$ cat src/rtl/legwin_pkg.sv
// Package: shared constants and types for the legacy window decoder.
// Assumes the window lies in the low 1 MB and the config space is 8 bits wide.
package legwin_pkg;
    localparam logic [7:0]  CFG_HI_SEG    = 8'h59;
    localparam logic [7:0]  CFG_ROM_BASE  = 8'h5A;
    localparam logic [7:0]  CFG_GFX       = 8'h72;
    localparam logic [7:0]  GFX_RST       = 8'h02;
    localparam int          GFX_OPEN_BIT  = 6;
    localparam int          GFX_SMM_BIT   = 3;
    localparam logic [19:0] WIN_LO        = 20'hA0000;
    localparam logic [19:0] ROM_LO        = 20'hC0000;
    localparam logic [19:0] HI_LO         = 20'hF0000;
    localparam logic [19:0] WIN_HI        = 20'hFFFFF;
    localparam int          ROM_SEG_SHIFT = 14;

    typedef enum logic [1:0] {
        RGN_OUTSIDE = 2'd0,
        RGN_GFX     = 2'd1,
        RGN_ATTR    = 2'd2
    } region_e;
endpackage

$ cat src/rtl/legwin_cfg_regs.sv
// Module: configuration register file (top-segment, packed ROM, graphics control).
// Assumes single-byte writes; unknown offsets read as zero and ignore writes.
module legwin_cfg_regs
    import legwin_pkg::*;
#(
    parameter int N_ROM_SEG = 12
) (
    input  logic                      clk,
    input  logic                      rst_n,
    input  logic                      cfg_we,
    input  logic [7:0]                cfg_addr,
    input  logic [7:0]                cfg_wdata,
    output logic [7:0]                cfg_rdata,
    output logic [1:0]                hi_attr,
    output logic [N_ROM_SEG-1:0][1:0] rom_attr,
    output logic [7:0]                gfx_ctl
);
    localparam int N_ROM_REGS = (N_ROM_SEG + 1) / 2;

    logic [7:0] hi_q;
    logic [7:0] gfx_q;
    logic [7:0] rom_q [N_ROM_REGS];

    // Top-segment register storage
    always_ff @(posedge clk) begin
        if (!rst_n)                                hi_q <= 8'h00;
        else if (cfg_we && cfg_addr == CFG_HI_SEG) hi_q <= cfg_wdata;
    end

    // Graphics control register storage
    always_ff @(posedge clk) begin
        if (!rst_n)                             gfx_q <= GFX_RST;
        else if (cfg_we && cfg_addr == CFG_GFX) gfx_q <= cfg_wdata;
    end

    generate
        for (genvar g = 0; g < N_ROM_REGS; g++) begin : g_rom_reg
            // Packed ROM-attribute register g storage
            always_ff @(posedge clk) begin
                if (!rst_n)
                    rom_q[g] <= 8'h00;
                else if (cfg_we && cfg_addr == CFG_ROM_BASE + 8'(g))
                    rom_q[g] <= cfg_wdata;
            end
        end
        for (genvar s = 0; s < N_ROM_SEG; s++) begin : g_rom_attr
            assign rom_attr[s] = rom_q[s / 2][4 * (s % 2) +: 2];
        end
    endgenerate

    assign hi_attr = hi_q[5:4];
    assign gfx_ctl = gfx_q;

    // Read-back multiplexer
    always_comb begin
        cfg_rdata = 8'h00;
        if (cfg_addr == CFG_HI_SEG) cfg_rdata = hi_q;
        if (cfg_addr == CFG_GFX)    cfg_rdata = gfx_q;
        for (int i = 0; i < N_ROM_REGS; i++) begin
            if (cfg_addr == CFG_ROM_BASE + 8'(i)) cfg_rdata = rom_q[i];
        end
    end
endmodule

$ cat src/rtl/legwin_seg_decode.sv
// Module: classifies an address into outside / graphics / attribute-controlled,
// and selects the 2-bit attribute for attribute-controlled addresses.
// Assumes ADDR_W >= 20.
module legwin_seg_decode
    import legwin_pkg::*;
#(
    parameter int ADDR_W    = 32,
    parameter int N_ROM_SEG = 12
) (
    input  logic [ADDR_W-1:0]         addr,
    input  logic [1:0]                hi_attr,
    input  logic [N_ROM_SEG-1:0][1:0] rom_attr,
    output region_e                   region,
    output logic [1:0]                attr
);
    localparam int SEG_W = $clog2(N_ROM_SEG + 1);
    localparam logic [ADDR_W-1:0] A_WIN_LO = ADDR_W'(WIN_LO);
    localparam logic [ADDR_W-1:0] A_ROM_LO = ADDR_W'(ROM_LO);
    localparam logic [ADDR_W-1:0] A_HI_LO  = ADDR_W'(HI_LO);
    localparam logic [ADDR_W-1:0] A_WIN_HI = ADDR_W'(WIN_HI);

    logic [ADDR_W-1:0] rom_off;
    logic [SEG_W-1:0]  seg_idx;

    assign rom_off = addr - A_ROM_LO;
    assign seg_idx = rom_off[ROM_SEG_SHIFT +: SEG_W];

    // Region classification and attribute selection
    always_comb begin
        region = RGN_OUTSIDE;
        attr   = 2'b00;
        if (addr >= A_WIN_LO && addr <= A_WIN_HI) begin
            if (addr < A_ROM_LO) begin
                region = RGN_GFX;
            end else if (addr >= A_HI_LO) begin
                region = RGN_ATTR;
                attr   = hi_attr;
            end else begin
                region = RGN_ATTR;
                for (int s = 0; s < N_ROM_SEG; s++) begin
                    if (seg_idx == SEG_W'(s)) attr = rom_attr[s];
                end
            end
        end
    end
endmodule

$ cat src/rtl/legwin_route.sv
// Module: turns region, attribute, graphics control and SMM into a target
// select and a write-inhibit flag. Purely combinational.
module legwin_route
    import legwin_pkg::*;
(
    input  region_e    region,
    input  logic [1:0] attr,
    input  logic [7:0] gfx_ctl,
    input  logic       smm_active,
    input  logic       mem_write,
    output logic       sel_ram,
    output logic       wr_inhibit
);
    logic gfx_open;

    assign gfx_open = gfx_ctl[GFX_OPEN_BIT] | (smm_active & gfx_ctl[GFX_SMM_BIT]);

    // Route selection per region
    always_comb begin
        sel_ram    = 1'b1;
        wr_inhibit = 1'b0;
        unique case (region)
            RGN_GFX:  sel_ram = gfx_open;
            RGN_ATTR: begin
                sel_ram    = attr[0];
                wr_inhibit = mem_write & (attr == 2'b01);
            end
            default:  sel_ram = 1'b1;
        endcase
    end
endmodule

$ cat src/rtl/legwin_decoder.sv
// Module: top of the legacy memory attribute decoder. Holds the config
// registers and decodes each access combinationally.
// Assumes config writes and scored accesses do not share a cycle.
module legwin_decoder
    import legwin_pkg::*;
#(
    parameter int ADDR_W    = 32,
    parameter int N_ROM_SEG = 12
) (
    input  logic              clk,
    input  logic              rst_n,
    input  logic              cfg_we,
    input  logic [7:0]        cfg_addr,
    input  logic [7:0]        cfg_wdata,
    output logic [7:0]        cfg_rdata,
    input  logic [ADDR_W-1:0] mem_addr,
    input  logic              mem_write,
    input  logic              smm_active,
    output logic              sel_ram,
    output logic              wr_inhibit
);
    logic [1:0]                hi_attr;
    logic [N_ROM_SEG-1:0][1:0] rom_attr;
    logic [7:0]                smram_q;
    region_e                   region;
    logic [1:0]                attr;

    legwin_cfg_regs #(.N_ROM_SEG(N_ROM_SEG)) u_regs (
        .clk       (clk),
        .rst_n     (rst_n),
        .cfg_we    (cfg_we),
        .cfg_addr  (cfg_addr),
        .cfg_wdata (cfg_wdata),
        .cfg_rdata (cfg_rdata),
        .hi_attr   (hi_attr),
        .rom_attr  (rom_attr),
        .gfx_ctl   (smram_q)
    );

    legwin_seg_decode #(.ADDR_W(ADDR_W), .N_ROM_SEG(N_ROM_SEG)) u_dec (
        .addr     (mem_addr),
        .hi_attr  (hi_attr),
        .rom_attr (rom_attr),
        .region   (region),
        .attr     (attr)
    );

    legwin_route u_route (
        .region     (region),
        .attr       (attr),
        .gfx_ctl    (smram_q),
        .smm_active (smm_active),
        .mem_write  (mem_write),
        .sel_ram    (sel_ram),
        .wr_inhibit (wr_inhibit)
    );
endmodule

$ cat config.mk
export PLATFORM = sky130hd
export DESIGN_NAME = legwin_decoder
export DESIGN_NICKNAME = d
export VERILOG_FILES = /design/src/rtl/legwin_pkg.sv /design/src/rtl/legwin_cfg_regs.sv /design/src/rtl/legwin_seg_decode.sv /design/src/rtl/legwin_route.sv /design/src/rtl/legwin_decoder.sv
export SDC_FILE = /design/constraint.sdc
export NUM_CORES = 1
export LEC_CHECK = 0
export BUFFER_PORTS_ARGS = -buffer_cell sky130_fd_sc_hd__buf_2
export CORE_MARGIN = 3
export CORE_UTILIZATION = 60
export DETAILED_ROUTE_END_ITERATION = 8
export HOLD_SLACK_MARGIN = 0.03
export PLACE_DENSITY = 0.82
export RECOVER_POWER = 100
export SYNTH_ARGS = -nofsm -noshare
export SYNTH_HDL_FRONTEND = slang
export SYNTH_SLANG_ARGS = --single-unit
$ cat constraint.sdc
create_clock -name clk -period 4.8 [get_ports clk]
set_input_delay 0 -clock clk [delete_from_list [all_inputs] [get_ports clk]]
set_output_delay 0 -clock clk [all_outputs]
set_load 0.01 [all_outputs]
# --- Word level (Yosys, flattened, before mapping) ---
# Memory sizes are Yosys's and may differ from the RTL's.
# Index checks and enable logic that the tools add are counted.
classes:
  add_sub_neg: 1
  order_cmp: 4
  n_eq_ne: 22
  n_mux: 52
  n_bitwise: 9
  n_reduce_logical: 10
op_table:
  columns: ["cell", "n"]
  rows:
  - ["$mux W8", 14]
  - ["$eq A8 B7 Y1 const B", 8]
  - ["$ge A32 B20 Y1 const B", 2]
  - ["$mux W2", 17]
  - ["$le A32 B20 Y1 const B", 1]
  - ["$lt A32 B20 Y1 const B", 1]
  - ["$mux W1", 20]
  - ["$sub A18 B1 Y18 const B", 1]
  - ["$eq A4 B3 Y1 const B", 4]
  - ["$eq A4 B4 Y1 const B", 4]
  - ["$logic_and A1 B1 Y1", 9]
  - ["$eq A4 B2 Y1 const B", 2]
  - ["$or A1 B1 Y1", 7]
  - ["$eq A2 B1 Y1 const B", 2]
  - ["$eq A4 B1 Y1 const B", 1]
  - ["$logic_not A4 Y1", 1]
  - ["$and A1 B1 Y1", 2]
  - ["$eq A2 B2 Y1 const B", 1]
  - ["$pmux W1 S2", 1]
word_totals:
  reg_bits: 16
  mem_bits_rw: 48
  n_memories: 1
memory_table:
  columns: ["name", "depth", "word_bits", "read_ports", "rd_ports_with_merged_regs", "write_ports", "line_no", "rtl"]
  rows:
  - ["u_regs.rom_q", 6, 8, 6, 0, 6, "legwin_cfg_regs.sv:22", "logic [7:0] rom_q [N_ROM_REGS];"]

# --- Logic depth before layout (Yosys ltp) ---
logic_depth:
  depth_word: 20
  depth_mapped: 8
  ltp_nobuf: 6

# --- Cells and area by module ---
# Synthesis repeated with hierarchy kept, for this count alone.
hier_totals:
  cells_unflattened: 391
  hier_area_um2: 3828.7
by_module_without_submodules:
  columns: ["module", "instances", "cells_each", "area_each_um2", "seq_area_each_um2"]
  rows:
  - ["legwin_cfg_regs", 1, 313, 3350.7, 1761.7]
  - ["legwin_seg_decode", 1, 71, 417.9, 0.0]
  - ["legwin_route", 1, 7, 60.1, 0.0]

# --- Worst setup path after synthesis ---
# Ideal clock, no wire load.
synth_timing:
  kind: "input to register"
  startpoint: "input cfg_addr[7]"
  endpoint: "memory u_regs.rom_q[2][0] (netlist: u_regs.rom_q[1][0]), enable pin"
  setup_ns: 0.384
  t_arrival_ns: 1.520
  t_required_ns: 4.416
  slack_ns: 2.896
  cell_stages: 7
  cell_sequence: "nand3b_1 > nor2_1 > and2_1 > buf_2 > nand2b_1 > clkbuf_1 > o21ai_0"
synth_lines:
  columns: ["item", "line_no", "rtl"]
  rows:
  - ["from (decl)", "legwin_decoder.sv:13", "input logic [7:0] cfg_addr,"]
  - ["to (decl)", "legwin_cfg_regs.sv:22", null]

# --- Worst setup path in the final report ---
layout_timing:
  startpoint: "input cfg_addr[0]"
  endpoint: "output cfg_rdata[3]"
layout_via:
  elab_chain_len: 9
  elab_cells_between_ends: 16
  cone_classes: "eq/ne (8); mux (8)"
layout_rtl:
  columns: ["item", "line_no", "rtl"]
  rows:
  - ["$eq A8 B7 Y1", "legwin_cfg_regs.sv:57", "if (cfg_addr == CFG_HI_SEG) cfg_rdata = hi_q;"]
  - ["$mux W8", "legwin_cfg_regs.sv:57", null]
  - ["$mux W8", "legwin_cfg_regs.sv:58", "if (cfg_addr == CFG_GFX) cfg_rdata = gfx_q;"]
  - ["$mux W8 (5 in a row)", "legwin_cfg_regs.sv:60", "if (cfg_addr == CFG_ROM_BASE + 8'(i)) cfg_rdata = rom_q[i];"]
  - ["$mux W8 *", "legwin_cfg_regs.sv:60", null]
  - ["to (decl)", "legwin_decoder.sv:15", "output logic [7:0] cfg_rdata,"]
# Mark *: on every way between the ends. The rest lies on a longest branch, timed or not.

==> impl.org <==
** Outcome
- Result of the run :: finished, final reports clean

** Die
- Chip height :: 83.2 um
- The floorplan step defined a die boundary enclosing 6920 um^2.
- Pin placement for this block handled 63 I/O pins.
- The floorplan has 27 rows.
- After floorplanning, the core was sized to cover 5640 um^2.
- Starting Density :: 63.4%
- From left edge to right edge, the die measures 83.2 um.

** Critical path
- Capturing element type of the critical path :: output port
- The critical path contains buffers and inverters numbering 3 combined.
- In this design, the stage delay of the slowest critical-path cell is 0.94 ns.
- The worst setup path is of the in -> out kind.
- The worst register-to-register path begins at u_regs.hi_q[5]$_SDFFE_PN0P_.
- Worst Reg2Reg Path Length in Cells :: 2
- The signal on the critical path passes through clkbuf_1, nor4b_1, clkbuf_1, a21oi_1, a31oi_1, a311oi_1, a31oi_1, clkbuf_1.
- Arrival time at the worst endpoint :: 2.68 ns
- Worst path required time :: 4.80 ns
- Family with the most delay on the worst path :: buffers and inverters
- Critical-path maximum fanout :: 22
- The largest individual stage delay along the critical path comes from the cell sky130_fd_sc_hd__clkbuf_1.
- Worst-case register-to-register setup slack :: 4.14 ns
- CP Launch Point :: cfg_addr[0]
- The worst setup path is launched from an input pin.
- Cell with the most instances on the worst path :: sky130_fd_sc_hd__clkbuf_1
- Reg-to-Reg End :: u_regs.hi_q[5]$_SDFFE_PN0P_

** Routing
- The first TritonRoute pass finished after 5 iterations.
- For this block, the initial DRC count from the detailed router was 178.
- Summed over all layers, the routed wires come to 8.88 mm.
- In this run the remaining antenna-violating nets after routing total 0.
- In the routed layout, each cell is associated on average with a via count of 6.22.
- Via count :: 3034
- Dividing the detail-routed wire length by the instance count gives 18.2 um.
- For this run, design rule violations remaining after detail routing come to 0.

** Timing
- Hold timing on the final database bottoms out at a slack of 0.248 ns.
- Setup violations remaining at the end of the flow were counted as 0.
- Clock skew on the completed layout was measured at 0 ns.
- The final-report hold violation count came to 0.
- Static timing analysis puts the maximum clock frequency at 0.373 GHz.
- Final Max Slew Viols :: 0
- In this run the tightest slew margin relative to its limit is 11.4%.
- Clock period minus final worst setup slack :: 2.68 ns
- Post-route fraction of the period consumed by the critical path :: 55.8%
- Slew at the pin with the worst max-slew slack :: 1.33 ns
- RSZ-0062 raised after global routing :: false
- Total Negative Setup Slacks :: 0 ns

** Synthesis
- For this run, asynchronously set or reset flops after synthesis account for 0%.
- Counting flops and latches in the post-synthesis netlist gives 64.
- Of the post-synthesis cell area, the dominant cell type holds 40.3%.
- Counting distinct cell types in the post-synthesis netlist gives 45.
- Most used standard cell by instance count after synthesis :: sky130_fd_sc_hd__nand2_1
- Commonest cells in the netlist :: 57 x sky130_fd_sc_hd__nand2_1, 49 x sky130_fd_sc_hd__and2_1, 48 x sky130_fd_sc_hd__edfxtp_1
- For this run, the register share of the synthesized area comes to 49.3%.
- Net count after synthesis :: 413
- Number of enable flip-flop cells after synthesis :: 48
- Primary FF master, synth :: sky130_fd_sc_hd__edfxtp_1
- Top cell type by total area after synthesis :: sky130_fd_sc_hd__edfxtp_1
- Mapped Area :: 3570 um^2
- In the synthesized netlist, the number of instances is 360.
- Sorting the synthesized cells by area gives the leading types as sky130_fd_sc_hd__edfxtp_1 40%, sky130_fd_sc_hd__dfxtp_1 9.0%, sky130_fd_sc_hd__and2_1 8.6%.
- In this run the mean area of a mapped cell was 9.93 um^2.
- During synthesis, Yosys emitted a total of 0 warnings.

** Clocking
- Clock tree from TritonCTS :: built
- H-Tree Level Count :: 3
- Buffers added to address setup during post-CTS repair amount to 0.
- For the worst-skew pair, the clock arrives at the later sink with an insertion delay of 0.33 ns.
- Clock tree sinks :: 64
- Number of buffers created by CTS :: 9
- After clock tree synthesis, the clock-pin slew on the worst setup and hold paths is 0.06 ns.
- The clock passes through at most 2 buffers.
- In this run the clock root is driven by a sky130_fd_sc_hd__clkbuf_8.

** Worst hold path
- The worst hold path passes through 4 cells.
- Class of the most critical hold timing path :: in -> reg
- Worst hold path startpoint :: cfg_we
- For hold timing, the worst endpoint is u_regs.gfx_ctl[1]$_SDFFE_PN1P_.

** Job
- Max-cap violations in this run came to 0.

** Placed design
- Input and output buffers added on the ports amount to 48.
- At the end of routability-driven placement, the weighted congestion stood at 0.988.
- Once placement finished, the instance area stood at 3840 um^2.
- Once detailed placement completed, the half-perimeter wirelength came to 6.31 mm.

** Power
- The analysis attributes to cell leakage a power of 0.00143 uW.
- VDD sags by at most 221 uV.
- Power spread over the standard cell area amounts to 283 nW/um^2.

** Layout
- Antenna Diode Count :: 0
- The final layout contains 464 nets.
- For this run, the share of the core covered by cells in the final layout is 72.0%.
- Post-route cell area :: 4060 um^2
- The area growth from synthesis to layout is 13.6%.
- In the final layout, the share of cells above drive strength 1 is 14.2%.

** Global route
- met2 is the most crowded layer.
- Wire length of the first global-routing pass :: 14.3 mm
- Entering global routing, the biggest net connects 25 pins.
- Initial antenna violation count :: 0
- After global routing the overflow that remains totals 0.
- Met3 routing resource usage after global routing :: 6.45%
- Total routing usage reported by global routing :: 26.5%
- The via count of the first global-routing pass came to 2873.
- Global routing consumed, on the met2 layer, 41.3% of the routing resources.
- Met1 demand-to-capacity share in global routing :: 35.3%
layer usage:
layer	vias to the layer above	share of wire (%)
li1	1414	-
met1	1429	41
met2	169	47
met3	22	8.6
met4	0	3.0
met5	-	0
how the worst max path moves through the flow:
stage	endpoint	slack, ns	cells after the start
floorplan	u_regs.rom_q[1][0]$_SDFFCE_PN0P_	2.90	7
global placement	u_regs.rom_q[1][15]$_SDFFCE_PN0P_	2.51	6
detailed placement	u_regs.rom_q[1][10]$_SDFFCE_PN0P_	2.34	6
CTS	sel_ram	2.39	6
global route	cfg_rdata[3]	1.85	8
finish	cfg_rdata[3]	2.12	8
layout by cell type (no fill, tap or decap), types with 6 or more instances in the layout:
cell type / instances
sky130_fd_sc_hd__a211oi_1: 7
sky130_fd_sc_hd__a21boi_0: 15
sky130_fd_sc_hd__a21oi_1: 17
sky130_fd_sc_hd__and2_0: 42
sky130_fd_sc_hd__and2_1: 7
sky130_fd_sc_hd__buf_2: 37
sky130_fd_sc_hd__clkbuf_1: 19
sky130_fd_sc_hd__clkbuf_8: 11
sky130_fd_sc_hd__dfxtp_1: 16
sky130_fd_sc_hd__dlygate4sd3_1: 9
sky130_fd_sc_hd__edfxtp_1: 48
sky130_fd_sc_hd__mux2i_1: 6
sky130_fd_sc_hd__mux4_2: 8
sky130_fd_sc_hd__nand2_1: 57
sky130_fd_sc_hd__nand2b_1: 7
sky130_fd_sc_hd__nand3_1: 17
sky130_fd_sc_hd__nor2_1: 24
sky130_fd_sc_hd__o21ai_0: 13
what timing repair did:
item,in CTS,in global routing
endpoints found under the hold margin,15,0
hold buffers,9,0
resized for setup,0,0
tightest hold or removal path, cell delays in order:
cell and delay, ns:
sky130_fd_sc_hd__buf_2 0.13, sky130_fd_sc_hd__nand3_1 0.25, sky130_fd_sc_hd__nand2_1 0.10, sky130_fd_sc_hd__nand3_1 0.07
power by group:
group | internal, uW | total (uW) | switching (uW) | leakage, uW
Combinational | 48.3 | 115 | 66.5 | 0.000757
Sequential | 615 | 627 | 11.9 | 0.000585
Clock | 216 | 406 | 190 | 0.0000877
per-stage QoR:
stage                     power, uW  setup WS, ns  instances
after floorplan                 700          2.90        360
after global placement          745          2.51        463
after detailed placement        748          2.34        463
after CTS                      1150          2.39        488
after global routing           1190          1.85        488
final                          1150          2.12        488
layout make-up:
type | count | area, um^2
timing repair buffer | 61 | 332
tap | 72 | 90.1
multi-input combinational | 273 | 1700
clock buffer | 15 | 166
inverter | 2 | 7.51
clock inverter | 1 | 5.00
sequential | 64 | 1760
fill | 437 | 1580
registers in the layout (all words and copies together), names as in the netlist:
signal,cells
u_regs.gfx_ctl,8
u_regs.hi_q,8
u_regs.rom_q,48
kinds of logic (layout without fill, tap and decap cells):
| group | count (synthesis) | after routing | synth area share [%] |
|---|---|---|---|
| flops | 64 | 64 | 49.3 |
| simple gates | 179 | 179 | 25.6 |
| compound gates | 79 | 79 | 15.3 |
| buf+inv | 23 | 79 | 2.80 |
| mux | 15 | 15 | 7.04 |
No activity file was read; power rests on OpenSTA's default activity.
